===== src/rtl/subsel_pkg.sv =====
package subsel_pkg;

    typedef enum logic [2:0] {
        LANE_FULL = 3'd0,
        LANE_B0   = 3'd1,
        LANE_B1   = 3'd2,
        LANE_B2   = 3'd3,
        LANE_B3   = 3'd4,
        LANE_H0   = 3'd5,
        LANE_H1   = 3'd6,
        LANE_RSV  = 3'd7
    } lane_e;

    typedef enum logic [1:0] {
        FILL_KEEP = 2'd0,
        FILL_ZERO = 2'd1,
        FILL_SIGN = 2'd2,
        FILL_RSV  = 2'd3
    } fill_e;

    typedef enum logic [1:0] {
        ALU_ADD = 2'd0,
        ALU_AND = 2'd1,
        ALU_OR  = 2'd2,
        ALU_ALT = 2'd3
    } alu_op_e;

endpackage


===== src/rtl/operand_extract.sv =====
module operand_extract
    import subsel_pkg::*;
#(
    parameter int DATA_W = 32
) (
    input  logic [DATA_W-1:0] src,
    input  lane_e             sel,
    input  logic              sext,
    output logic [DATA_W-1:0] ext
);
    localparam int BYTE_W  = 8;
    localparam int HALF_W  = DATA_W / 2;
    localparam int N_BYTES = DATA_W / BYTE_W;

    logic [BYTE_W-1:0] byte_lane [N_BYTES];
    logic [HALF_W-1:0] half_lane [2];

    for (genvar g = 0; g < N_BYTES; g++) begin : g_bytes
        assign byte_lane[g] = src[g*BYTE_W +: BYTE_W];
    end
    for (genvar h = 0; h < 2; h++) begin : g_halves
        assign half_lane[h] = src[h*HALF_W +: HALF_W];
    end

    logic [1:0] byte_idx;

    always_comb begin
        byte_idx = 2'(sel - LANE_B0);
        unique case (sel)
            LANE_B0, LANE_B1, LANE_B2, LANE_B3:
                ext = {{(DATA_W-BYTE_W){sext & byte_lane[byte_idx][BYTE_W-1]}},
                       byte_lane[byte_idx]};
            LANE_H0:
                ext = {{(DATA_W-HALF_W){sext & half_lane[0][HALF_W-1]}}, half_lane[0]};
            LANE_H1:
                ext = {{(DATA_W-HALF_W){sext & half_lane[1][HALF_W-1]}}, half_lane[1]};
            default:
                ext = src;
        endcase
    end
endmodule


===== src/rtl/simple_alu.sv =====
module simple_alu
    import subsel_pkg::*;
#(
    parameter int DATA_W = 32
) (
    input  alu_op_e           op,
    input  logic [DATA_W-1:0] a,
    input  logic [DATA_W-1:0] b,
    output logic [DATA_W-1:0] y
);
    always_comb begin
        unique case (op)
            ALU_AND: y = a & b;
            ALU_OR:  y = a | b;
            default: y = a + b;
        endcase
    end
endmodule


===== src/rtl/field_merge.sv =====
module field_merge
    import subsel_pkg::*;
#(
    parameter int DATA_W = 32
) (
    input  logic [DATA_W-1:0] res,
    input  logic [DATA_W-1:0] old,
    input  lane_e             dsel,
    input  fill_e             fill,
    output logic [DATA_W-1:0] merged
);
    localparam int IDX_W  = $clog2(DATA_W);
    localparam int BYTE_W = 8;
    localparam int HALF_W = DATA_W / 2;
    localparam logic [DATA_W-1:0] ONE = DATA_W'(1);

    logic              is_full;
    logic [IDX_W:0]    lsb;
    logic [IDX_W:0]    wid;
    logic [IDX_W-1:0]  top_idx;
    logic              field_msb;
    logic [DATA_W-1:0] field_mask;
    logic [DATA_W-1:0] below_mask;
    logic [DATA_W-1:0] above_mask;
    logic [DATA_W-1:0] placed;
    logic [DATA_W-1:0] outside;

    always_comb begin
        is_full = 1'b0;
        lsb     = '0;
        wid     = (IDX_W+1)'(BYTE_W);
        unique case (dsel)
            LANE_B0: lsb = (IDX_W+1)'(0);
            LANE_B1: lsb = (IDX_W+1)'(BYTE_W);
            LANE_B2: lsb = (IDX_W+1)'(2*BYTE_W);
            LANE_B3: lsb = (IDX_W+1)'(3*BYTE_W);
            LANE_H0: begin lsb = '0; wid = (IDX_W+1)'(HALF_W); end
            LANE_H1: begin lsb = (IDX_W+1)'(HALF_W); wid = (IDX_W+1)'(HALF_W); end
            default: is_full = 1'b1;
        endcase

        top_idx    = IDX_W'(wid - 1'b1);
        field_msb  = res[top_idx];
        field_mask = ((ONE << wid) - ONE) << lsb;
        below_mask = (ONE << lsb) - ONE;
        above_mask = ~(field_mask | below_mask);
        placed     = (res << lsb) & field_mask;

        unique case (fill)
            FILL_ZERO: outside = '0;
            FILL_SIGN: outside = {DATA_W{field_msb}} & above_mask;
            default:   outside = old & ~field_mask;
        endcase

        merged = is_full ? res : (placed | outside);
    end
endmodule


===== src/rtl/subdword_alu_unit.sv =====
module subdword_alu_unit
    import subsel_pkg::*;
#(
    parameter int DATA_W = 32
) (
    input  logic              clk,
    input  logic              rst_n,
    input  logic              in_valid,
    input  logic [1:0]        op,
    input  logic [DATA_W-1:0] src_a,
    input  logic [2:0]        sel_a,
    input  logic              sext_a,
    input  logic [DATA_W-1:0] src_b,
    input  logic [2:0]        sel_b,
    input  logic              sext_b,
    input  logic [2:0]        dst_sel,
    input  logic [1:0]        fill,
    input  logic [DATA_W-1:0] dst_old,
    output logic              out_valid,
    output logic [DATA_W-1:0] alu_res,
    output logic [DATA_W-1:0] dst_new
);
    localparam int N_SRC = 2;

    typedef struct packed {
        logic              vld;
        logic [DATA_W-1:0] res;
        logic [DATA_W-1:0] dst;
    } stage_t;

    logic [DATA_W-1:0] src_arr [N_SRC];
    lane_e             sel_arr [N_SRC];
    logic              sx_arr  [N_SRC];
    logic [DATA_W-1:0] ext_arr [N_SRC];

    assign src_arr[0] = src_a;
    assign src_arr[1] = src_b;
    assign sel_arr[0] = lane_e'(sel_a);
    assign sel_arr[1] = lane_e'(sel_b);
    assign sx_arr[0]  = sext_a;
    assign sx_arr[1]  = sext_b;

    for (genvar s = 0; s < N_SRC; s++) begin : g_src
        operand_extract #(.DATA_W(DATA_W)) u_ext (
            .src  (src_arr[s]),
            .sel  (sel_arr[s]),
            .sext (sx_arr[s]),
            .ext  (ext_arr[s])
        );
    end

    logic [DATA_W-1:0] alu_y;
    logic [DATA_W-1:0] merge_y;

    simple_alu #(.DATA_W(DATA_W)) u_alu (
        .op (alu_op_e'(op)),
        .a  (ext_arr[0]),
        .b  (ext_arr[1]),
        .y  (alu_y)
    );

    field_merge #(.DATA_W(DATA_W)) u_merge (
        .res    (alu_y),
        .old    (dst_old),
        .dsel   (lane_e'(dst_sel)),
        .fill   (fill_e'(fill)),
        .merged (merge_y)
    );

    stage_t st_d, st_q;

    always_comb begin
        st_d     = st_q;
        st_d.vld = in_valid;
        if (in_valid) begin
            st_d.res = alu_y;
            st_d.dst = merge_y;
        end
    end

    always_ff @(posedge clk) begin
        if (!rst_n) st_q <= '0;
        else        st_q <= st_d;
    end

    assign out_valid = st_q.vld;
    assign alu_res   = st_q.res;
    assign dst_new   = st_q.dst;

    // one-cycle latency, no output without a request
    a_r2_valid_follows: assert property (@(posedge clk) disable iff (!rst_n)
        in_valid |=> out_valid);
    a_r2_idle_quiet: assert property (@(posedge clk) disable iff (!rst_n)
        !in_valid |=> !out_valid);

    // full-word destination mirrors the ALU result
    a_r7_full_dst: assert property (@(posedge clk) disable iff (!rst_n)
        (in_valid && dst_sel == LANE_FULL) |=> (dst_new == alu_res));

    // clear policy around the low halfword
    a_r8_zero_above: assert property (@(posedge clk) disable iff (!rst_n)
        (in_valid && fill == FILL_ZERO && dst_sel == LANE_H0) |=> (dst_new[31:16] == 16'h0));

    // sign policy clears everything below the top byte
    a_r9_sign_below: assert property (@(posedge clk) disable iff (!rst_n)
        (in_valid && fill == FILL_SIGN && dst_sel == LANE_B3) |=> (dst_new[23:0] == 24'h0));

    // keep policy preserves the old bits around byte 1
    a_r10_keep_outside: assert property (@(posedge clk) disable iff (!rst_n)
        (in_valid && fill == FILL_KEEP && dst_sel == LANE_B1) |=>
        (dst_new[7:0] == $past(dst_old[7:0]) && dst_new[31:16] == $past(dst_old[31:16])));

    // AND with a zero-extended byte cannot set upper bits
    a_r5_zero_ext: assert property (@(posedge clk) disable iff (!rst_n)
        (in_valid && op == ALU_AND && sel_a == LANE_B2 && !sext_a) |=> (alu_res[31:8] == 24'h0));
endmodule


===== config.mk =====
export PLATFORM = sky130hd
export DESIGN_NAME = subdword_alu_unit
export DESIGN_NICKNAME = d
export VERILOG_FILES = /design/src/rtl/subsel_pkg.sv /design/src/rtl/operand_extract.sv /design/src/rtl/simple_alu.sv /design/src/rtl/field_merge.sv /design/src/rtl/subdword_alu_unit.sv
export SDC_FILE = /design/constraint.sdc
export NUM_CORES = 1
export LEC_CHECK = 0
export BUFFER_PORTS_ARGS = -buffer_cell sky130_fd_sc_hd__buf_2
export CAP_MARGIN = 20
export CORE_AREA = 4 4 135 137
export DETAILED_ROUTE_END_ITERATION = 10
export DIE_AREA = 0 0 139 141
export PLACE_DENSITY = 0.68
export SLEW_MARGIN = 5
export SYNTH_ARGS = -nofsm -noshare
export SYNTH_HDL_FRONTEND = slang
export SYNTH_SLANG_ARGS = --single-unit
export TNS_END_PERCENT = 1

===== constraint.sdc =====
create_clock -name clk -period 12.9 [get_ports clk]
set_input_delay 0 -clock clk [delete_from_list [all_inputs] [get_ports clk]]
set_output_delay 0 -clock clk [all_outputs]
set_load 0.05 [all_outputs]

==> run_results.csv, run 1 <==
group,metric,value,unit
finish,mostFrequentLayoutCell,"buf_2",
critical_path,crit_required,13.09,ns
drt,route.detailed.drc,0,
sta,fin_worst_skew,0,ns
clock_network,cts_buffers,9,
logic_synthesis,ys_warn_count,0,
clock_network,cts_tree,"built",
pwr,p_leak,4.173,nW
global_route,antenna_found_initial,0,
global_route,grt_usage,0.2634,
floorplan,die_area,19600,µm²
sta,setup_viol,0,
logic_synthesis,synth_nets,1240,
drt,vias,8444,
status,status,"finished, final reports clean",
floorplan,initial_core_util,0.4393,
finish,syn_to_final_growth,17.54,%
sta,worst_pin_slew,1.132,ns
logic_synthesis,avgSynthCellArea,7.135,µm²
global_route,grt_pass1_wl,41880,µm
placed_design,dp_slack,7.642,ns
logic_synthesis,syn_inst,1050,
sta,max_freq,212.6,MHz
floorplan,fp.dieW,139,µm
drt,drtIter0Drc,747,
drt,drtPass1Iterations,6,
flow_run,maxCapViolCount,0,
floorplan,io-pin-count,179,
sta,finalHoldViolCount,0,
clock_network,clk_latency,0.33,ns
clock_network,cts.clk_slew.worst_paths,0.05,ns
sta,min_period_over_period,0.3645,
finish,final_cells,1414,
drt,antenna_left,0,
floorplan,rows,48,
finish,final_nets,1375,
critical_path,start_kind,"primary input",
logic_synthesis,syn-cell-area,7492,µm²
sta,layout_setup_ws,8.197,ns
logic_synthesis,synth_edf_count,0,
pwr,power.density,131.2,nW/µm²
critical_path,crit_fanout,13,
logic_synthesis,synthArstFlopShare,0,
drt,routedWlPerCell,19.13,µm
drt,drt-total-wl,27050,µm
clock_network,cts.sinks,65,
min_path,hp-class,"in -> reg",
placed_design,dp.cells,1396,
logic_synthesis,yosysUniqueCellTypes,75,
sta,drv_slew,0,
critical_path,setup.worst_path.class,"in -> reg",
global_route,grt_start_max_net_pins,69,
global_route,grt_pass1_vias,7483,
clock_network,clockBufferDepth,2,
clock_network,post_cts_resized,0,
logic_synthesis,synth-seq-cells,65,
floorplan,coreArea,17060,µm²
logic_synthesis,ys_seq_area_frac,0.1737,
clock_network,htreeDepth,3,
finish,final_cell_mix,"buf_2 (178), nor2_1 (136), nand2_1 (100)",
placed_design,io_buffer_count,178,
sta,fin_setup_tns,0,ns
floorplan,dieHeight,141,µm
global_route,overflow,0,
sta,fin_crit,4.703,ns
pwr,max-vdd-ir-drop,0.08902,mV
placed_design,hpwlAfterDp,21520,µm
logic_synthesis,ys.flop_type,"dfxtp_1",
placed_design,gp_congestion,0.9622,
finish,final_layout_size_suffix_gt1_frac,0.1968,
critical_path,crit_path_end_kind,"flop",
sta,rsz0062_at_grt,"no",
finish,antenna_cells,0,
drt,vias_per_cell,5.972,
critical_path,arrival,4.89,ns
clock_network,root_buffer,"clkbuf_16",
sta,max_slew_margin,0.2376,
## routing by layer
| layer | track usage | routed length, µm | share of wire | vias to the layer above |
|---|---|---|---|---|
| met1 | 0.3854 | 12340 | 0.46 | 3864 |
| met3 | 0.04071 | 2567 | 0.095 | 49 |
| met4 | 0.08136 | 693 | 0.026 | 0 |
| li1 | - | - | - | 4051 |
| met5 | 0 | 0 | 0 | - |
| met2 | 0.3984 | 11450 | 0.42 | 480 |
## kinds of logic after synthesis
kind of cell	share of synthesized area
buffers and inverters	0.08100
AO/OA/AOI/OAI	0.3123
XOR/XNOR	0.02806
multiplexers	0.06897
adder cells (fa/ha/maj)	0.1279
AND/OR/NAND/NOR	0.2081
flip-flops	0.1737
## layout make-up
| class | instances | area, µm² |
|---|---|---|
| fill | 1729 | 8250 |
| multi-input combinational | 829 | 5584 |
| sequential | 65 | 1301 |
| timing repair buffer | 190 | 985.9 |
| inverter | 90 | 337.8 |
| tap | 225 | 281.5 |
| clock buffer | 13 | 280.3 |
| clock inverter | 2 | 35.03 |
## path summary, 6_finish.rpt
check / from / end / slack, ns / cells after the start
hold reg to reg: dst_new[21] / dst_new[21] / 0.44 / 2
setup / recovery: sel_b[0] / dst_new[26] / 8.20 / 17
setup reg to reg: dst_new[28] / dst_new[28] / 11.97 / 4
hold / removal: dst_old[9] / dst_new[9] / 0.04 / 3
## report_power, final
group	internal [mW]	switching, mW
logic	0.218	0.445
registers	0.225	0.0137
clock network	0.169	0.0839
total	0.612	0.543
## synthesized netlist by cell type, types with 11 or more instances
cell	n	area, µm²
nor3_1	18	90.09
o211ai_1	23	172.7
clkbuf_1	51	191.4
nor2_1	136	510.5
a21oi_1	76	380.4
a221o_1	23	230.2
nand2b_1	13	81.33
dfxtp_1	65	1301
a21o_1	11	82.58
a211oi_1	16	120.1
o21ai_0	79	395.4
inv_1	87	326.6
mux2i_1	28	280.3
xor2_1	15	131.4
o21a_1	14	105.1
ha_1	75	938.4
nand3_1	36	180.2
a31oi_1	15	93.84
and2_1	11	68.82
nand2_1	100	375.4
## through the flow
step | cell area [µm²] | hold WS [ns] | util | total power [mW]
2_1_floorplan | 7492 | 0.1626 | - | 0.7201
6_report | 8806 | 0.03613 | 0.5163 | 1.155
3_3_place_gp | 8456 | 0.2853 | 0.4957 | 0.8881
4_1_cts | 8798 | 0.02056 | 0.5158 | 1.147
3_5_place_dp | 8463 | 0.2958 | 0.4962 | 0.8922
5_1_grt | 8806 | 0.06911 | 0.5163 | 1.222
## repair_timing
item | 4_1_cts | 5_1_grt
buffers inserted | 0 | 0
hold buffers | 2 | 0
endpoints found under the hold margin | 2 | 0
## critical path: stages
cell and delay, ns:
buf_2 0.23, inv_1 0.12, ha_1 0.28, o41a_1 0.53
o21ai_1 0.69, a31o_2 0.24, a221o_1 0.20, ha_1 0.33
a21oi_2 0.26, o21ai_0 0.20, nor4_1 0.50, nor3_1 0.21
nor3b_1 0.22, nor2_1 0.19, nand2_1 0.18, a311oi_1 0.42
a211oi_1 0.08
## sequential cells by signal, summed over array words and instances, names as in the netlist
name,cells
out_valid,1
alu_res,32
dst_new,32
(Power assumes the default switching activity.)
==> run 2, diff against run 1 <==
Settings changed: PLACE_DENSITY 0.68 to 0.7.
Clock period 12.9 ns to 4.2 ns, I/O delays scaled along.
==> run 2 against run 1 <==
Compared with the run above:
- register-to-register slack got worse by 8.7 ns
- via count rose by 2.7%
- core utilization rose by 3.9 points
- power rose to 3.2 times the previous value
- clock skew did not move
- sequential share of layout area fell by 1.0 points
- combinational power rose to 3.5 times the previous value
- clock-buffer cell count did not move
- first-iteration DRC count fell by 5.4%
- global-route usage rose by 0.50 points
- largest power group unchanged
==> run_results.csv, run 2 (same netlist as run 1, synthesis figures left out) <==
group,metric,value,unit
global_route,grt_pass1_vias,7971,
clock_network,cts.clk_slew.worst_paths,0.05,ns
pwr,power,3.715,mW
drt,route.detailed.drc,0,
floorplan,die_area,19600,µm²
global_route,overflow,0,
finish,final_layout_size_suffix_gt1_frac,0.2553,
placed_design,io_buffer_count,178,
min_path,worstHoldPathCells,2,
sta,max_slew_margin,0.3130,
clock_network,cts_tree,"built",
finish,syn_to_final_growth,26.32,%
sta,drv_slew,0,
floorplan,initial_core_util,0.4393,
drt,vias,8676,
sta,setup_viol,0,
sta,fin_worst_skew,0,ns
finish,final_cells,1502,
floorplan,dieHeight,141,µm
drt,drt-total-wl,27330,µm
placed_design,gp_congestion,0.9944,
critical_path,rr_worst_depth,4,
pwr,power.density,392.5,nW/µm²
global_route,grt_start_max_net_pins,59,
critical_path,setup.worst_path.class,"in -> reg",
critical_path,crit_path_end_kind,"flop",
critical_path,crit_required,4.42,ns
placed_design,hpwlAfterDp,22180,µm
sta,worst_pin_slew,1.031,ns
flow_run,maxCapViolCount,0,
floorplan,coreArea,17060,µm²
min_path,hp-start,"in_valid",
critical_path,crit_fanout,7,
global_route,grt_pass1_wl,43060,µm
critical_path,arrival,4.11,ns
status,status,"finished, final reports clean",
clock_network,clockBufferDepth,2,
finish,fillers,1658,
pwr,max-vdd-ir-drop,0.2927,mV
global_route,grt_usage,0.2684,
drt,antenna_left,0,
drt,vias_per_cell,5.776,
drt,drtPass1Iterations,5,
finish,final_nets,1465,
sta,rsz0062_at_grt,"yes",
clock_network,cts_buffers,9,
clock_network,cts.sinks,65,
floorplan,rows,48,
critical_path,crit_start,"sel_b[0]",
clock_network,clk_latency,0.33,ns
sta,fin_crit,3.895,ns
finish,final_cell_mix,"buf_2 (178), nor2_1 (136), nand2_1 (100), buf_4 (100), inv_1 (87)",
clock_network,htreeDepth,3,
sta,finalHoldViolCount,0,
finish,antenna_cells,0,
drt,drtIter0Drc,707,
clock_network,root_buffer,"clkbuf_16",
pwr,p_leak,4.587,nW
placed_design,dp.cells,1483,
min_path,hp-class,"in -> reg",
critical_path,start_kind,"primary input",
sta,max_freq,256.7,MHz
global_route,antenna_found_initial,0,
drt,routedWlPerCell,18.19,µm
sta,min_period_over_period,0.9274,
finish,mostFrequentLayoutCell,"buf_2",
floorplan,fp.dieW,139,µm
floorplan,io-pin-count,179,
critical_path,r2r_start,"dst_new[28]",
==> run 2: area by class of cell <==
cell class                 instances  area, µm²  share of cell area
inverter                          90      337.8             0.03570
timing repair buffer             280       1662              0.1756
multi-input combinational        829       5612              0.5929
clock buffer                      13      270.3             0.02856
sequential                        65       1301              0.1375
tap                              225      281.5             0.02975
==> run 2: routing by layer <==
layer | vias up | routed length [µm] | GRT usage
met5 | - | 0 | 0
met1 | 3920 | 12260 | 0.3802
met3 | 47 | 2465 | 0.03901
met4 | 0 | 786 | 0.08342
met2 | 482 | 11820 | 0.4229
li1 | 4227 | - | -
==> run 2: worst paths after layout <==
kind                       to  slack (ns)
hold reg to reg   dst_new[11]        0.44
setup reg to reg  dst_new[28]        3.25
setup / recovery  dst_new[22]        0.30
hold / removal    alu_res[22]        0.02
==> run 2: through the flow <==
stage / instance area (µm²) / hold WS [ns] / TNS, ns / setup slack [ns] / util
CTS: 9407 / 0.005007 / 0 / 0.1856 / 0.5515
global placement: 9116 / 0.2951 / -0.03042 / -0.03042 / 0.5345
finish: 9464 / 0.01706 / 0 / 0.3050 / 0.5549
global route: 9464 / 0.03417 / -0.05994 / -0.03961 / 0.5549
floorplan: 7503 / 0.1626 / 0 / 0.0003584 / -
detailed placement: 9116 / 0.3061 / -0.6416 / -0.1354 / 0.5345
==> run 2: timing repair <==
action	in CTS	in global routing
hold buffers	2	0
buffers inserted	0	3
resized for setup	0	7
endpoints found under the hold margin	2	0
setup endpoints to repair	0	19
==> run 2: where the power goes <==
part | internal (mW) | switching [mW] | total (mW)
Combinational | 0.873 | 1.42 | 2.29
Sequential | 0.692 | 0.0401 | 0.732
Clock | 0.438 | 0.253 | 0.690
Total | 2.00 | 1.71 | 3.71
==> run 2: critical path, stage by stage <==
cell	delay, ns
buf_2	0.10
buf_4	0.13
ha_1	0.21
o41a_1	0.45
buf_4	0.17
a222oi_1	0.29
buf_4	0.19
inv_1	0.04
ha_1	0.21
fa_1	0.43
a21oi_2	0.20
o211ai_1	0.18
nand4_1	0.12
nand4_1	0.17
a41o_1	0.33
xor2_1	0.14
o21ai_0	0.28
buf_4	0.18
a21oi_1	0.06
a22o_1	0.21
